<file path="src/rtl/swc_pkg.sv">
package swc_pkg;
  // source selected for the single data-array write port
  typedef enum logic [1:0] {
    WSRC_NONE    = 2'd0,
    WSRC_STORE   = 2'd1,
    WSRC_RESTORE = 2'd2,
    WSRC_LINE    = 2'd3
  } swc_wsrc_e;
endpackage

</file>
<file path="src/rtl/swc_data_array.sv">
module swc_data_array #(
  parameter int IDX_W  = 4,
  parameter int DATA_W = 32,
  parameter int N_RD   = 2
) (
  input  logic                          clk,
  input  logic                          we,
  input  logic [IDX_W-1:0]              widx,
  input  logic [DATA_W-1:0]             wdata,
  input  logic [N_RD-1:0][IDX_W-1:0]    rd_idx,
  output logic [N_RD-1:0][DATA_W-1:0]   rd_data
);
  localparam int DEPTH = 1 << IDX_W;

  logic [DATA_W-1:0] mem_q [DEPTH];

  // one write port, no reset on storage
  always_ff @(posedge clk) begin
    if (we) begin
      mem_q[widx] <= wdata;
    end
  end

  // asynchronous read ports
  generate
    for (genvar g = 0; g < N_RD; g++) begin : g_rd
      assign rd_data[g] = mem_q[rd_idx[g]];
    end
  endgenerate
endmodule

</file>
<file path="src/rtl/swc_tag_store.sv">
module swc_tag_store #(
  parameter int IDX_W = 4,
  parameter int TAG_W = 8
) (
  input  logic             clk,
  input  logic             rst_n,
  input  logic             we,
  input  logic [IDX_W-1:0] widx,
  input  logic [TAG_W-1:0] wtag,
  input  logic             wvld,
  input  logic [IDX_W-1:0] lk_idx,
  input  logic [TAG_W-1:0] lk_tag,
  output logic             lk_hit
);
  localparam int DEPTH = 1 << IDX_W;

  logic [DEPTH-1:0] valid_q, valid_d;
  logic [TAG_W-1:0] tag_q [DEPTH];

  always_comb begin
    valid_d = valid_q;
    if (we) begin
      valid_d[widx] = wvld;
    end
  end

  always_ff @(posedge clk or negedge rst_n) begin
    if (!rst_n) begin
      valid_q <= '0;
    end else begin
      valid_q <= valid_d;
    end
  end

  always_ff @(posedge clk) begin
    if (we) begin
      tag_q[widx] <= wtag;
    end
  end

  assign lk_hit = valid_q[lk_idx] && (tag_q[lk_idx] == lk_tag);
endmodule

</file>
<file path="src/rtl/swc_undo_buf.sv">
module swc_undo_buf #(
  parameter int IDX_W  = 4,
  parameter int DATA_W = 32
) (
  input  logic              clk,
  input  logic              rst_n,
  input  logic              cap_en,
  input  logic [IDX_W-1:0]  cap_idx,
  input  logic [DATA_W-1:0] cap_old,
  input  logic              cap_hit,
  output logic              pend_vld,
  output logic              restore_en,
  output logic [IDX_W-1:0]  restore_idx,
  output logic [DATA_W-1:0] restore_old
);
  logic              vld_q, vld_d;
  logic              hit_q;
  logic [IDX_W-1:0]  idx_q;
  logic [DATA_W-1:0] old_q;

  // a new entry is captured for every accepted store
  always_comb begin
    vld_d = cap_en;
  end

  always_ff @(posedge clk or negedge rst_n) begin
    if (!rst_n) begin
      vld_q <= 1'b0;
    end else begin
      vld_q <= vld_d;
    end
  end

  always_ff @(posedge clk) begin
    if (cap_en) begin
      hit_q <= cap_hit;
      idx_q <= cap_idx;
      old_q <= cap_old;
    end
  end

  assign pend_vld    = vld_q;
  assign restore_en  = vld_q && !hit_q;
  assign restore_idx = idx_q;
  assign restore_old = old_q;
endmodule

</file>
<file path="src/rtl/spec_wr_cache.sv">
module spec_wr_cache
  import swc_pkg::*;
#(
  parameter int IDX_W  = 4,
  parameter int TAG_W  = 8,
  parameter int DATA_W = 32
) (
  input  logic              clk,
  input  logic              rst_n,
  input  logic              st_valid,
  input  logic [IDX_W-1:0]  st_idx,
  input  logic [TAG_W-1:0]  st_tag,
  input  logic [DATA_W-1:0] st_data,
  output logic              st_ready,
  output logic              st_resp,
  output logic              st_miss,
  input  logic [IDX_W-1:0]  ld_idx,
  output logic [DATA_W-1:0] ld_data,
  input  logic              ln_we,
  input  logic [IDX_W-1:0]  ln_idx,
  input  logic [TAG_W-1:0]  ln_tag,
  input  logic              ln_vld,
  input  logic [DATA_W-1:0] ln_data
);
  localparam int N_RD   = 2;
  localparam int RD_LD  = 0;
  localparam int RD_OLD = 1;

  logic                        restore_en;
  logic [IDX_W-1:0]            restore_idx;
  logic [DATA_W-1:0]           restore_old;
  logic                        pend_vld;
  logic                        st_acc;
  logic                        ln_acc;
  logic                        lk_hit;
  swc_wsrc_e                   wsrc;
  logic                        arr_we;
  logic [IDX_W-1:0]            arr_widx;
  logic [DATA_W-1:0]           arr_wdata;
  logic [N_RD-1:0][IDX_W-1:0]  arr_ridx;
  logic [N_RD-1:0][DATA_W-1:0] arr_rdata;

  // the repair write owns the port; new stores and installs wait
  assign st_ready = !restore_en;
  assign st_acc   = st_valid && st_ready;
  assign ln_acc   = ln_we && !st_valid && st_ready;

  always_comb begin
    wsrc = WSRC_NONE;
    if (restore_en) begin
      wsrc = WSRC_RESTORE;
    end else if (st_acc) begin
      wsrc = WSRC_STORE;
    end else if (ln_acc) begin
      wsrc = WSRC_LINE;
    end
  end

  always_comb begin
    arr_we    = 1'b0;
    arr_widx  = '0;
    arr_wdata = '0;
    unique case (wsrc)
      WSRC_RESTORE: begin
        arr_we    = 1'b1;
        arr_widx  = restore_idx;
        arr_wdata = restore_old;
      end
      WSRC_STORE: begin
        arr_we    = 1'b1;
        arr_widx  = st_idx;
        arr_wdata = st_data;
      end
      WSRC_LINE: begin
        arr_we    = 1'b1;
        arr_widx  = ln_idx;
        arr_wdata = ln_data;
      end
      default: begin
        arr_we = 1'b0;
      end
    endcase
  end

  always_comb begin
    arr_ridx         = '0;
    arr_ridx[RD_LD]  = ld_idx;
    arr_ridx[RD_OLD] = st_idx;
  end

  swc_data_array #(
    .IDX_W (IDX_W),
    .DATA_W(DATA_W),
    .N_RD  (N_RD)
  ) u_data (
    .clk    (clk),
    .we     (arr_we),
    .widx   (arr_widx),
    .wdata  (arr_wdata),
    .rd_idx (arr_ridx),
    .rd_data(arr_rdata)
  );

  swc_tag_store #(
    .IDX_W(IDX_W),
    .TAG_W(TAG_W)
  ) u_tags (
    .clk   (clk),
    .rst_n (rst_n),
    .we    (ln_acc),
    .widx  (ln_idx),
    .wtag  (ln_tag),
    .wvld  (ln_vld),
    .lk_idx(st_idx),
    .lk_tag(st_tag),
    .lk_hit(lk_hit)
  );

  swc_undo_buf #(
    .IDX_W (IDX_W),
    .DATA_W(DATA_W)
  ) u_undo (
    .clk        (clk),
    .rst_n      (rst_n),
    .cap_en     (st_acc),
    .cap_idx    (st_idx),
    .cap_old    (arr_rdata[RD_OLD]),
    .cap_hit    (lk_hit),
    .pend_vld   (pend_vld),
    .restore_en (restore_en),
    .restore_idx(restore_idx),
    .restore_old(restore_old)
  );

  // a load of the line under repair sees the saved copy
  always_comb begin
    if (restore_en && (ld_idx == restore_idx)) begin
      ld_data = restore_old;
    end else begin
      ld_data = arr_rdata[RD_LD];
    end
  end

  assign st_resp = pend_vld;
  assign st_miss = restore_en;
endmodule

</file>
<file path="config.mk">
export PLATFORM = sky130hd
export DESIGN_NAME = spec_wr_cache
export DESIGN_NICKNAME = d
export VERILOG_FILES = /design/src/rtl/swc_pkg.sv /design/src/rtl/swc_data_array.sv /design/src/rtl/swc_tag_store.sv /design/src/rtl/swc_undo_buf.sv /design/src/rtl/spec_wr_cache.sv
export SDC_FILE = /design/constraint.sdc
export NUM_CORES = 1
export LEC_CHECK = 0
export BUFFER_PORTS_ARGS = -buffer_cell sky130_fd_sc_hd__buf_2
export CAP_MARGIN = 20
export CORE_MARGIN = 3
export CORE_UTILIZATION = 35
export DETAILED_ROUTE_END_ITERATION = 10
export GPL_TIMING_DRIVEN = 0
export SETUP_SLACK_MARGIN = 0.5
export SLEW_MARGIN = 20
export SYNTH_ARGS = -nofsm -noshare
export SYNTH_HDL_FRONTEND = slang
export SYNTH_SLANG_ARGS = --single-unit
</file>
<file path="constraint.sdc">
create_clock -name clk -period 6.4 [get_ports clk]
set_input_delay 1.28 -clock clk [delete_from_list [all_inputs] [get_ports clk]]
set_output_delay 1.28 -clock clk [all_outputs]
set_load 0.005 [all_outputs]
</file>
==> reports/results.tsv, run 1 <==
stage	metric	value	unit
run_status	outcome	complete, no violations	
yosys	cells after synthesis	1497	
yosys	synthesized area	0.0313	mm2
route	Initial DRT Pass Iterations	6	
critical_path	Reg-to-Reg Start	u_undo.hit_q	
critical_path	startpoint types	primary input	
critical_path	critical path data required time	5.12	ns
critical_path	critical path type	in2out	
clock_network	Reg clk slew, reported paths	0.06	ns
floorplanning	core area	0.0885	mm2
place	IO buf count	124	
yosys	synth warn	0	
floorplanning	I/O pin count	132	
clock_network	clk sink count	694	
global_routing	largest net degree at the start of global routing	24	
yosys	Synth Register Bits	694	
yosys	post-synth cell types	35	
floorplanning	height of the die	305	um
timing	Setup Viol. Count Final	0	
yosys	Most used DFF post-synth	edfxtp_1	
route	Vias/cell	5.83	
clock_network	# resized after CTS	0	
cells_and_area	nets	1838	
clock_network	cts-stage hold buffer count	0	
global_routing	antenna violations before repair	8	
route	Detail Route Antenna Nets	0	
timing	Least-Margin Pin Slew	1.23	ns
clock_network	root buffer cell	clkbuf_16	
timing	RSZ-0062 raised after global routing	false	
place	gpl congestion	0.789	
clock_network	clk buf depth	3	
yosys	leading area contributor after synthesis	edfxtp_1	
critical_path	CP max FO	10	
cells_and_area	Design Area, Final	0.0369	mm2
timing	Peak Freq	182	MHz
yosys	Synth top area share	64.9	%
critical_path	WP buf/inv	3	
floorplanning	Die W	305	um
yosys	Mapped Avg Cell Area	20.9	um2
critical_path	R2R cell count	11	
timing	fin crit period	5.51	ns
min_path	hold path startpoint	u_tags.valid_q[2]	
global_routing	Total GRT Usage	20.2	%
yosys	synth top area cells	edfxtp_1 65%, mux4_2 24%, mux2_2 1.8%, dfrtp_1 1.4%, mux2i_1 0.99%	
min_path	min-delay worst type	reg2reg	
critical_path	Worst setup EP type	output pin	
cells_and_area	area delta synth->final	17.6	%
route	total number of vias	17345	
timing	Worst Clk Skew	0.0269	ns
clock_network	CTS tree	done	
pwr	Max VDD drop	0.221	mV
global_routing	first-pass GRT wire length	133000	um
critical_path	Worst Path Arrival	4.23	ns
clock_network	insertion delay to the later sink of the worst-skew pair	0.62	ns
critical_path	worst reg2reg setup slack	2.16	ns
min_path	hold endpoint	u_tags.valid_q[2]	
global_routing	via count of the first global-routing pass	18187	
critical_path	CP delay by family, top	buffers and inverters	
place	hpwl dp	62200	um
clock_network	CTS buffer count	75	
yosys	EDFF count, synth	677	
timing	Final Hold Viols	0	
timing	count of final max-slew check failures	0	
pwr	total power	10.7	mW
critical_path	critical-path cell list	clkbuf_1 -> clkbuf_1 -> mux4_2 -> mux4_2 -> mux2_2 -> buf_2	
floorplanning	Initial Util	35.4	%
route	met2 WL	45800	um
yosys	share of the yosys chip area belonging to registers	66.2	%
timing	final worst path period share	86.0	%
route	Top Metal Used	met5	
floorplanning	row count	109	
yosys	Net Count, Synth	1594	
timing	worst relative slew slack	17.9	%
route	met1 WL	35900	um
critical_path	Crit-path slowest cell	clkbuf_1	
pwr	LEAKAGE	11.9	nW
floorplanning	Die ar.	0.0931	mm2
route	metal3 WL	9640	um
place	Post-DP Area	0.0345	mm2
critical_path	R2R Path End	u_data.mem_q[0][14]	
global_routing	global route total overflow	0	
critical_path	Crit path largest cell delay	0.90	ns
job	Max Cap Viol	0	
clock_network	CTS H-tree lvls	3	
clock_network	Setup Buffers After CTS	0	
yosys	FFs w/ async S/R, synth	2.45	%
cells_and_area	share of cells above drive strength 1	41.8	%
route	initial drt markers	2223	
pwr	Pwr Density	290	mW/mm2
min_path	WHS Path Cells	1	
route	# DRC	0	
route	Wirelength per Cell	31.7	um
route	final wirelength	94400	um
==> synthesized netlist by cell type, types with 2 or more instances <==
master,instances
a21oi_1,26
a221oi_1,12
a22oi_1,6
and2_1,2
buf_1,12
buf_2,33
buf_4,3
buf_6,3
clkbuf_1,59
dfrtp_1,17
edfxtp_1,677
mux2_2,49
mux2i_1,31
mux4_1,8
mux4_2,340
nand2_1,58
nand2b_1,8
nand3_1,3
nand3b_1,4
nand4_1,3
nor2_1,79
nor2b_1,5
nor3_1,7
nor4_2,3
o21ai_0,25
or2_2,2
xnor2_1,10
xor2_1,5
==> through the flow <==
step | hold slack [ns] | TNS, ns | util [%] | cells | worst slack, ns
2_1_floorplan | 0.475 | 0 | - | 1497 | 1.04
6_report | 0.507 | 0 | 41.6 | 2974 | 0.895
3_5_place_dp | 0.496 | 0 | 38.9 | 2829 | 0.947
4_1_cts | 0.510 | 0 | 41.6 | 2967 | 0.946
3_3_place_gp | 0.484 | -532.46 | 37.7 | 2786 | -3.25
5_1_grt | 0.527 | 0 | 41.6 | 2969 | 0.839
==> power by group <==
group	switching [mW]	total [mW]	internal, mW
logic	0.668	1.18	0.507
clock network	1.80	4.21	2.42
registers	0.0674	5.31	5.25
==> per-layer routing <==
metal  global-route usage [%]  vias up
met3                     5.45      164
met1                     26.8     9288
met4                     6.02        2
li1                         -     6960
met5                        0        -
met2                     33.0      931
==> how the worst max path moves through the flow <==
| stage | from | to | slack [ns] | depth (start not counted) |
|---|---|---|---|---|
| after global placement | st_valid | u_data.mem_q[0][14] | -3.25 | 5 |
| after global routing | ld_idx[1] | ld_data[25] | 0.84 | 6 |
| after floorplan | st_idx[0] | u_data.mem_q[0][0] | 1.04 | 8 |
| final | ld_idx[1] | ld_data[25] | 0.89 | 6 |
| after CTS | ld_idx[1] | ld_data[25] | 0.95 | 6 |
| after detailed placement | ld_idx[1] | ld_data[25] | 0.95 | 6 |
==> registers in the layout (all words and copies together), names as in the netlist <==
signal / cells
u_data.mem_q: 512
u_undo.restore_old: 32
u_undo.hit_q: 1
u_undo.pend_vld: 1
u_tags.tag_q: 128
u_tags.valid_q: 16
u_undo.restore_idx: 4
==> logic make-up after synthesis <==
logic type | Yosys count | share of synthesized area [%]
AOI/OAI and AO/OA | 71 | 1.34
xor gates and xnor gates | 15 | 0.419
buffers and inverters | 112 | 1.63
DFF | 694 | 66.2
muxes | 428 | 27.9
and+or+nand+nor | 177 | 2.50
==> cells in the final DEF, fill, tap and decap left out, types with 4 or more instances in the layout <==
cell type	count
mux2_2	49
edfxtp_1	677
clkbuf_16	77
clkbuf_1	66
buf_12	12
a22oi_1	6
nor3_2	5
dfrtp_1	17
buf_2	159
clkbuf_2	11
nor2b_1	4
nand2_1	58
bufinv_16	4
mux2i_1	31
nand2b_1	8
buf_4	10
diode_2	7
o21ai_0	5
nand3b_1	4
nor2_4	15
xnor2_1	10
xor2_1	5
nor2_2	11
mux4_1	8
buf_16	20
a221oi_1	12
buf_1	10
a21oi_1	26
buf_6	8
o21ai_1	19
clkinv_1	16
clkinv_2	14
nor2_1	53
mux4_2	340
==> layout make-up <==
type	instances	area, um2
buffer	111	524
fill	7672	51700
timing repair buffer	167	1500
antenna	7	17.5
clock buffer	98	2040
tap	1165	1460
multi-input combinational	691	10200
inverter	1	3.75
clock inverter	40	325
sequential	694	20800
==> worst register-to-register path, delay by kind of cell, from the launching register on <==
family | cells | cell delay (ns)
buffers and inverters | 8 | 2.80
AND/OR/NAND/NOR | 3 | 0.78
flip-flops | 1 | 0.36
(Power assumes the default switching activity.)
==> run 2, diff against run 1 <==
--- a/config.mk
+++ b/config.mk
@@ -9,6 +9,7 @@
 export CAP_MARGIN = 20
 export CORE_MARGIN = 3
 export CORE_UTILIZATION = 35
+export CTS_BUF_LIST = sky130_fd_sc_hd__clkbuf_8 sky130_fd_sc_hd__clkbuf_16
 export DETAILED_ROUTE_END_ITERATION = 10
 export GPL_TIMING_DRIVEN = 0
 export SETUP_SLACK_MARGIN = 0.5
==> run 2 against run 1 <==
Cell count did not move. Via count rose by 0.20%. Setup slack improved by 0.018 ns. Largest cell class unchanged. Critical endpoint is now ld_data[28]. Global-route usage did not move. Combinational power barely moved. Largest power group unchanged. Clock power barely moved. Count of clock-buffer cells in the layout fell by 18. Sequential power barely moved. Critical path depth did not move. Sequential cell count did not move. Power fell by 0.25%.
==> reports/results.tsv, run 2 (synthesis gave the netlist of run 1 again) <==
stage	metric	value	unit	change
run_status	outcome	complete, no violations		
clock_network	Reg clk slew, reported paths	0.06	ns	about the same
floorplanning	I/O pin count	132		unchanged
timing	Worst Clk Skew	0.0302	ns	+0.00331 ns
floorplanning	Initial Util	35.4	%	unchanged
route	total number of vias	17380		+0.20%
min_path	WHS Path Cells	1		unchanged
clock_network	# resized after CTS	0		unchanged
place	dpl cells	2829		unchanged
timing	fin crit period	5.49	ns	-0.0183 ns
timing	count of final max-slew check failures	0		unchanged
route	Detail Route Antenna Nets	0		unchanged
floorplanning	row count	109		unchanged
cells_and_area	Largest Register	u_data.mem_q		
clock_network	CTS buffer count	75		unchanged
floorplanning	core area	0.0885	mm2	unchanged
cells_and_area	share of cells above drive strength 1	41.8	%	unchanged
critical_path	worst reg2reg setup slack	2.13	ns	-0.03 ns
global_routing	Total GRT Usage	20.2	%	unchanged
global_routing	via count of the first global-routing pass	18187		unchanged
min_path	min-delay worst type	reg2reg		
route	# DRC	0		unchanged
place	gpl congestion	0.789		unchanged
cells_and_area	most frequent cells in the layout	677 x edfxtp_1, 340 x mux4_2, 159 x buf_2, 77 x clkbuf_16, 58 x nand2_1		
clock_network	cts-stage hold buffer count	0		unchanged
timing	RSZ-0062 raised after global routing	false		
timing	Least-Margin Pin Slew	1.20	ns	-0.0283 ns
job	Max Cap Viol	0		unchanged
pwr	Max VDD drop	0.222	mV	+0.62%
route	initial drt markers	2102		-5.4%
critical_path	Reg-to-Reg Start	u_undo.hit_q		
global_routing	largest net degree at the start of global routing	24		unchanged
critical_path	Worst setup EP type	output pin		
critical_path	Worst Path Arrival	4.21	ns	-0.02 ns
critical_path	R2R Path End	u_data.mem_q[0][16]		
cells_and_area	Finished Layout Cells	2974		unchanged
min_path	hold endpoint	u_tags.valid_q[2]		
critical_path	critical path data required time	5.12	ns	about the same
pwr	total power	10.7	mW	-0.25%
pwr	Pwr Density	290	mW/mm2	-0.25%
clock_network	root buffer cell	clkbuf_16		
clock_network	CTS H-tree lvls	3		unchanged
critical_path	CP max FO	10		unchanged
critical_path	critical path type	in2out		
floorplanning	Die W	305	um	unchanged
route	Initial DRT Pass Iterations	6		unchanged
global_routing	global route total overflow	0		unchanged
timing	worst relative slew slack	19.5	%	+1.6 points
global_routing	first-pass GRT wire length	133000	um	about the same
critical_path	R2R cell count	11		unchanged
cells_and_area	number of flip-flops in the largest register	512		unchanged
floorplanning	height of the die	305	um	unchanged
route	Wirelength per Cell	31.7	um	about the same
floorplanning	Die ar.	0.0931	mm2	unchanged
place	hpwl dp	62200	um	unchanged
clock_network	Setup Buffers After CTS	0		unchanged
global_routing	antenna violations before repair	8		unchanged
cells_and_area	nets	1838		unchanged
timing	Peak Freq	182	MHz	+0.33%
clock_network	clk buf depth	3		unchanged
timing	Setup Viol. Count Final	0		unchanged
place	IO buf count	124		unchanged
cells_and_area	commonest non-fill, non-tap cell in the layout	edfxtp_1		
clock_network	insertion delay to the later sink of the worst-skew pair	0.62	ns	about the same
clock_network	CTS tree	done		
timing	final worst path period share	85.7	%	-0.29 points
timing	Final Hold Viols	0		unchanged
critical_path	startpoint types	primary input		
cells_and_area	area delta synth->final	17.6	%	unchanged
min_path	hold path startpoint	u_tags.valid_q[2]		
route	final wirelength	94400	um	about the same
clock_network	clk sink count	694		unchanged
pwr	LEAKAGE	12.0	nW	+0.63%
route	Vias/cell	5.84		+0.20%
==> run 2: changes by cell type in the layout (fill, tap and decap cells not counted), sizes merged <==
cell | before | now
inv | 5 | 23
clkbuf | 157 | 139
==> run 2: worst max path at each step <==
stage | startpoint | end | cells past startpoint
after detailed placement | ld_idx[1] | ld_data[25] | 6
after floorplan | st_idx[0] | u_data.mem_q[0][0] | 8
after global placement | st_valid | u_data.mem_q[0][14] | 5
after global routing | ld_idx[1] | ld_data[25] | 6
final | ld_idx[1] | ld_data[28] | 6
after CTS | ld_idx[1] | ld_data[25] | 6
==> run 2: area by class of cell <==
| cell class | count | area [um2] |
|---|---|---|
| Fill cell | 7672 | 51700 |
| Sequential cell | 694 | 20800 |
| Multi-Input combinational cell | 691 | 10200 |
| Clock buffer | 80 | 1970 |
| Timing Repair Buffer | 167 | 1500 |
| Tap cell | 1165 | 1460 |
| Buffer | 111 | 524 |
| Clock inverter | 58 | 393 |
| Antenna cell | 7 | 17.5 |
| Inverter | 1 | 3.75 |
==> run 2: power by group <==
group | internal [mW] | switching, mW
clock network | 2.39 | 1.80
registers | 5.25 | 0.0675
logic | 0.507 | 0.669
==> run 2: metrics by stage <==
step           worst slack, ns  area, um2  TNS, ns  hold WS, ns  utilization (%)
3_3_place_gp             -3.25      33400  -532.46        0.484             37.7
5_1_grt                  0.839      36800        0        0.527             41.6
2_1_floorplan             1.04      31300        0        0.475                -
3_5_place_dp             0.947      34500        0        0.496             38.9
4_1_cts                  0.946      36800        0        0.510             41.6
6_report                 0.913      36900        0        0.505             41.6
==> run 2: metal layers <==
layer	vias up	track usage, %	share of wire [%]
met2	922	33.0	49
met4	2	6.02	3.2
met1	9326	26.8	38
met5	-	0	0.018
li1	6965	-	-
met3	165	5.45	9.8
==> run 2: critical path, cell delays in order <==
cell and delay, ns:
clkbuf_1 0.67, clkbuf_1 0.89, mux4_2 0.42, mux4_2 0.46, mux2_2 0.28, buf_2 0.19
